`config.mk`:
```
export PLATFORM = sky130hd
export DESIGN_NAME = intr_recog
export DESIGN_NICKNAME = d
export VERILOG_FILES = /design/src/rtl/intr_recog_pkg.sv /design/src/rtl/intr_sync.sv /design/src/rtl/intr_holdoff.sv /design/src/rtl/intr_nmi_track.sv /design/src/rtl/intr_recog.sv
export SDC_FILE = /design/constraint.sdc
export NUM_CORES = 1
export LEC_CHECK = 0
export BUFFER_PORTS_ARGS = -buffer_cell sky130_fd_sc_hd__clkbuf_2
export CAP_MARGIN = 20
export CORE_AREA = 2 2 39 41
export DETAILED_ROUTE_END_ITERATION = 8
export DIE_AREA = 0 0 41 43
export GPL_TIMING_DRIVEN = 0
export MAX_ROUTING_LAYER = met4
export SYNTH_ARGS = -nofsm -noshare
export SYNTH_HDL_FRONTEND = slang
export SYNTH_SLANG_ARGS = --single-unit
```
`constraint.sdc`:
```
create_clock -name clk -period 1.1 [get_ports clk]
set_input_delay 0.22 -clock clk [delete_from_list [all_inputs] [get_ports clk]]
set_output_delay 0.22 -clock clk [all_outputs]
set_load 0.05 [all_outputs]
```
`src/rtl/intr_recog_pkg.sv`:
```
package intr_recog_pkg;

    typedef enum logic [1:0] {
        POLL_IDLE = 2'd0,
        POLL_NMI  = 2'd1,
        POLL_IRQ  = 2'd2
    } poll_st_e;

    typedef enum logic [1:0] {
        NMI_ARMED   = 2'd0,
        NMI_WAIT_HI = 2'd1,
        NMI_HI_ONE  = 2'd2
    } rearm_st_e;

endpackage

```
`src/rtl/intr_sync.sv`:
```
module intr_sync #(
    parameter int STAGES  = 2,
    parameter bit RST_VAL = 1'b1
) (
    input  logic clk,
    input  logic rst_n,
    input  logic d,
    output logic q
);
    logic [STAGES-1:0] sh;

    always_ff @(posedge clk or negedge rst_n) begin
        if (!rst_n) sh <= {STAGES{RST_VAL}};
        else        sh <= {sh[STAGES-2:0], d};
    end

    assign q = sh[STAGES-1];
endmodule

```
`src/rtl/intr_holdoff.sv`:
```
module intr_holdoff #(
    parameter int HOLD_INSNS = 1
) (
    input  logic clk,
    input  logic rst_n,
    input  logic end_cyc,
    input  logic restore,
    output logic busy
);
    localparam int CW = $clog2(HOLD_INSNS + 1);

    logic [CW-1:0] cnt;

    always_ff @(posedge clk or negedge rst_n) begin
        if (!rst_n) begin
            cnt <= '0;
        end else if (end_cyc) begin
            if (restore)          cnt <= CW'(HOLD_INSNS);
            else if (cnt != '0)   cnt <= cnt - 1'b1;
        end
    end

    assign busy = (cnt != '0);

    // a restoring instruction always opens a holdoff window
    p_holdoff_load_r4: assert property (@(posedge clk) disable iff (!rst_n)
        (end_cyc && restore) |=> busy);

    // the window only shrinks at instruction ends
    p_holdoff_keep_r4: assert property (@(posedge clk) disable iff (!rst_n)
        (busy && !end_cyc) |=> busy);
endmodule

```
`src/rtl/intr_nmi_track.sv`:
```
module intr_nmi_track
    import intr_recog_pkg::*;
#(
    parameter bit USE_HOLD = 1'b1
) (
    input  logic clk,
    input  logic rst_n,
    input  logic nmi_s,
    input  logic hold_clr,
    input  logic ack,
    output logic pend,
    output logic pend_d
);
    rearm_st_e st, st_nx;
    logic      eff_low;
    logic      prev_low;
    logic      hold_q;
    logic      fall;

    generate
        if (USE_HOLD) begin : g_hold
            always_ff @(posedge clk or negedge rst_n) begin
                if (!rst_n)        hold_q <= 1'b0;
                else if (hold_clr) hold_q <= 1'b0;
                else if (!nmi_s)   hold_q <= 1'b1;
            end
            assign eff_low = !nmi_s || hold_q;
        end else begin : g_direct
            assign hold_q  = 1'b0;
            assign eff_low = !nmi_s;
        end
    endgenerate

    assign fall = (st == NMI_ARMED) && eff_low && !prev_low;

    always_ff @(posedge clk or negedge rst_n) begin
        if (!rst_n) st <= NMI_ARMED;
        else        st <= st_nx;
    end

    always_comb begin
        st_nx = st;
        if (ack) begin
            st_nx = NMI_WAIT_HI;
        end else begin
            unique case (st)
                NMI_ARMED:   st_nx = NMI_ARMED;
                NMI_WAIT_HI: st_nx = eff_low ? NMI_WAIT_HI : NMI_HI_ONE;
                NMI_HI_ONE:  st_nx = eff_low ? NMI_WAIT_HI : NMI_ARMED;
                default:     st_nx = NMI_ARMED;
            endcase
        end
    end

    always_ff @(posedge clk or negedge rst_n) begin
        if (!rst_n) begin
            prev_low <= 1'b0;
            pend     <= 1'b0;
            pend_d   <= 1'b0;
        end else begin
            prev_low <= eff_low;
            pend_d   <= ack ? 1'b0 : pend;
            if (ack)       pend <= 1'b0;
            else if (fall) pend <= 1'b1;
        end
    end

    // acknowledge empties the latch
    p_ack_clears_r8: assert property (@(posedge clk) disable iff (!rst_n)
        ack |=> !pend);

    // the latch only fills while the tracker is armed
    p_edge_armed_r9: assert property (@(posedge clk) disable iff (!rst_n)
        $rose(pend) |-> $past(st == NMI_ARMED));

    // re-arming needs two high cycles in a row
    p_rearm_two_r9: assert property (@(posedge clk) disable iff (!rst_n)
        (st == NMI_ARMED && $past(st) != NMI_ARMED) |-> ($past(!eff_low) && $past(!eff_low, 2)));

    // while held and not cleared the line stays low
    p_hold_keep_r10: assert property (@(posedge clk) disable iff (!rst_n)
        (hold_q && !hold_clr) |=> eff_low);
endmodule

```
`src/rtl/intr_recog.sv`:
```
module intr_recog
    import intr_recog_pkg::*;
#(
    parameter int SYNC_STAGES  = 2,
    parameter int HOLD_INSNS   = 1,
    parameter bit USE_NMI_HOLD = 1'b1
) (
    input  logic clk,
    input  logic rst_n,
    input  logic irq_n,
    input  logic nmi_n,
    input  logic irq_mask,
    input  logic poll_cyc,
    input  logic end_cyc,
    input  logic mask_restore,
    input  logic branch_near,
    input  logic vec_ack,
    input  logic nmi_hold_clr,
    output logic take_nmi,
    output logic take_irq
);
    poll_st_e st, st_nx;
    logic     irq_s, irq_d, nmi_s;
    logic     pend, pend_d;
    logic     hold_busy;
    logic     nmi_use, irq_low, irq_go;

    intr_sync #(.STAGES(SYNC_STAGES), .RST_VAL(1'b1)) i_irq_sync (
        .clk(clk), .rst_n(rst_n), .d(irq_n), .q(irq_s)
    );

    intr_sync #(.STAGES(SYNC_STAGES), .RST_VAL(1'b1)) i_nmi_sync (
        .clk(clk), .rst_n(rst_n), .d(nmi_n), .q(nmi_s)
    );

    intr_nmi_track #(.USE_HOLD(USE_NMI_HOLD)) i_nmi_track (
        .clk(clk), .rst_n(rst_n), .nmi_s(nmi_s), .hold_clr(nmi_hold_clr),
        .ack(vec_ack), .pend(pend), .pend_d(pend_d)
    );

    intr_holdoff #(.HOLD_INSNS(HOLD_INSNS)) i_holdoff (
        .clk(clk), .rst_n(rst_n), .end_cyc(end_cyc),
        .restore(mask_restore), .busy(hold_busy)
    );

    always_ff @(posedge clk or negedge rst_n) begin
        if (!rst_n) irq_d <= 1'b1;
        else        irq_d <= irq_s;
    end

    assign nmi_use = branch_near ? pend_d : pend;
    assign irq_low = !irq_s && (!branch_near || !irq_d);
    assign irq_go  = irq_low && !irq_mask && !hold_busy;

    always_ff @(posedge clk or negedge rst_n) begin
        if (!rst_n) st <= POLL_IDLE;
        else        st <= st_nx;
    end

    always_comb begin
        st_nx = POLL_IDLE;
        unique case (st)
            POLL_IDLE, POLL_NMI, POLL_IRQ: begin
                if (poll_cyc) begin
                    if (nmi_use)     st_nx = POLL_NMI;
                    else if (irq_go) st_nx = POLL_IRQ;
                end
            end
            default: st_nx = POLL_IDLE;
        endcase
    end

    always_comb begin
        take_nmi = 1'b0;
        take_irq = 1'b0;
        unique case (st)
            POLL_NMI: take_nmi = 1'b1;
            POLL_IRQ: take_irq = 1'b1;
            default: ;
        endcase
    end

    // never both grants
    p_onehot_r11: assert property (@(posedge clk) disable iff (!rst_n)
        $onehot0({take_nmi, take_irq}));

    // grants only follow a poll cycle
    p_after_poll_r11: assert property (@(posedge clk) disable iff (!rst_n)
        (take_nmi || take_irq) |-> $past(poll_cyc));

    // mask blocks IRQ
    p_mask_blocks_r3: assert property (@(posedge clk) disable iff (!rst_n)
        (poll_cyc && irq_mask) |=> !take_irq);

    // holdoff blocks IRQ
    p_holdoff_blocks_r4: assert property (@(posedge clk) disable iff (!rst_n)
        (poll_cyc && hold_busy) |=> !take_irq);

    // a near branch needs the earlier sample low too
    p_branch_two_r5: assert property (@(posedge clk) disable iff (!rst_n)
        (poll_cyc && branch_near && irq_d) |=> !take_irq);

    // a usable pending NMI always wins
    p_nmi_first_r7: assert property (@(posedge clk) disable iff (!rst_n)
        (poll_cyc && nmi_use) |=> take_nmi);
endmodule

```
==> run_results.csv <==
group,metric,value,unit
global_routing,grt-ovfl-total,0,
critical_path,crit_required,880,ps
detailed_routing,wl,756,um
timing,period_minus_slack,1210,ps
critical_path,arrival,990,ps
critical_path,r2r-start,"i_nmi_track.st[1]",
pwr,p_leak,0.352,nW
global_routing,grt_start_max_net_pins,15,
critical_path,endpoint_kind,"output pin",
cts,path_clk_slew,80,ps
critical_path,crit_family,"flip-flops",
detailed_routing,drtPass1Iterations,1,
timing,relSlewSlack,78.3,%
cts,numClockSinks,14,
timing,rsz0062_at_grt,"yes",
yosys,ys_ff_latch,14,
die,initial_core_util,38.0,%
cts,cts_root_buffer,"clkbuf_4",
pwr,powerDensity,1450,nW/um^2
cts,clk_latency,270,ps
cells_and_area,nets,74,
cts,cts_buffers,3,
detailed_routing,first_iter_violations,0,
timing,maxSlewViolCount,0,
placement,place_congestion,0.630,
timing,clock_skew,1.72,ps
cells_and_area,final_area,712,um^2
placement,post-place-ws,-63.7,ps
yosys,seq_area_frac_synth,67.9,%
detailed_routing,vias,342,
cells_and_area,syn_to_final_growth,35.5,%
worst_hold_path,hold_class,"in2reg",
critical_path,cp_cell_sequence,"nor2b_2, buf_8",
timing,finalHoldViolCount,0,
detailed_routing,drt-vias-per-instance,4.56,
critical_path,r2r_slack,90,ps
yosys,synth_cell_type_count,15,
critical_path,worst-path-max-fanout,3,
timing,worst_slack,-110,ps
cells_and_area,drive_above_1_share,47.5,%
outcome,status,"finished, violations left",
global_routing,grt_antenna_before_repair,0,
cts,h-tree-depth,1,
critical_path,startpoint_type,"flop",
worst_hold_path,hp-start,"nmi_hold_clr",
die,ioPinCount,13,
cells_and_area,final_cells,75,
die,fp.dieArea,1760,um^2
global_routing,grt_pass1_wl,1.32,mm
detailed_routing,wl_per_cell,10.1,um
detailed_routing,antenna_left,0,
cts,cts_tree,"done",
timing,fmax,826,MHz
critical_path,critPathBufInv,1,
die,die_w,41,um
die,row_count,14,
global_routing,grt_pass1_vias,349,
flow_run,drv_cap,0,
pwr,ir_drop,0.732,mV
yosys,synth_area_per_cell,13.5,um^2
placement,placed_area,606,um^2
cts,cts_buffer_depth,2,
detailed_routing,drc,0,
timing,post-route-period-util,110,%
critical_path,slowest_delay,400,ps
timing,worst_hold_slack,86.0,ps
placement,io_buffers,12,
timing,tightest_slew,325,ps
pwr,p_total,1.03,mW
yosys,synth_area,526,um^2
yosys,synthCells,39,
critical_path,path_class,"reg2out",
outcome,violations,"negative setup slack",
yosys,yosys_warnings,0,
timing,finalSetupViolCount,2,
die,die_y,43,um
yosys,syn-num-nets,53,
global_routing,grtUsageTotal,12.1,%
placement,place_inst,67,
critical_path,crit_slowest_cell,"dfrtp_1",
critical_path,critPathLaunch,"st[1]",
die,design.core.area,1380,um^2
cells_and_area,antennaDiodeCount,0,
-- routing by layer --
layer | vias to the layer above | part of all wire [%] | global-route usage, %
met2 | 9 | 51 | 17.2
met5 | - | 0 | -
met1 | 166 | 44 | 12.5
met4 | 0 | 0 | 10.0
met3 | 0 | 5.4 | 4.71
li1 | 167 | - | -
-- cells in the mapped netlist (all sizes together) --
master,n,share of area (%)
nor2b,4,4.8
o21ai,1,0.95
a2111oi,1,2.9
dfrtp,9,43
nor2,3,2.1
inv,4,2.9
a31oi,1,1.2
and4,1,1.7
mux2i,1,1.9
nor3,1,0.95
dfstp,5,25
o21bai,1,1.4
nand2,3,2.1
ha,3,7.1
mux2,1,2.1
-- cells by family after synthesis --
kind of cell,Yosys count,share of synthesized area (%)
AO/OA/AOI/OAI,4,6.43
adder cells (fa/ha/maj),3,7.14
AND/OR/NAND/NOR,12,11.7
buffers and inverters,4,2.86
multiplexers,2,4.05
flip-flops,14,67.9
-- power breakdown --
part	switching (mW)	internal (mW)
clock	0.154	0.201
sequential	0.0156	0.551
combinational	0.0520	0.0560
total	0.222	0.808
-- worst paths after layout --
check,end,depth (start not counted)
hold reg to reg,i_nmi_sync.sh[1],0
setup / recovery,take_irq,2
min in group asynchronous,i_nmi_track.st[1],2
setup reg to reg,i_nmi_track.st[0],4
hold / removal,i_nmi_track.hold_q,2
max in group asynchronous,i_nmi_sync.sh[1],2
-- flip-flops by register name, summed over array words and instances (netlist names) --
signal and flops:
i_nmi_track.st 2, i_nmi_sync.sh 2, i_nmi_track.hold_q 1, i_nmi_track.prev_low 1, i_holdoff.busy 1, i_nmi_track.pend_d 1, i_irq_sync.sh 2, st 2
i_nmi_track.pend 1, irq_d 1
-- stage by stage --
step	setup TNS [ps]	utilization [%]
6_report	-218	51.4
5_1_grt	-337	51.4
4_1_cts	-260	48.9
3_5_place_dp	-66.8	43.8
3_3_place_gp	-41.5	43.8
2_1_floorplan	-373	-
-- worst register-to-register path: stages, from the launching register on --
cell and delay [ps]:
dfrtp_1 360, inv_1 60, ha_1 300, o21ai_1 80, o21bai_1 90
-- final cells by class --
cell class / instances / area (um^2)
inverters: 4 / 15.0
multi-input cells: 21 / 166
flip-flops and latches: 14 / 357
fillers: 132 / 672
clock buffers: 4 / 36.3
repair buffers: 16 / 118
well taps: 16 / 20.0
-- placed cells by master (no fill, tap or decap), drive strengths merged, types with 3 or more instances in the layout --
cell,n
inv,4
clkbuf,14
nor2,3
ha,3
buf,3
nor2b,4
dfstp,5
dlygate4sd3,3
dfrtp,9
nand2,3
-- timing repair --
| action | 4_1_cts | 5_1_grt |
|---|---|---|
| endpoints found under the hold margin | 9 | 2 |
| setup buffers | 0 | 1 |
| resized for setup | 6 | 6 |
| hold buffers | 1 | 2 |
| pin swaps | 0 | 3 |
| endpoints found under the setup margin | 4 | 4 |
(Power assumes the default switching activity.)
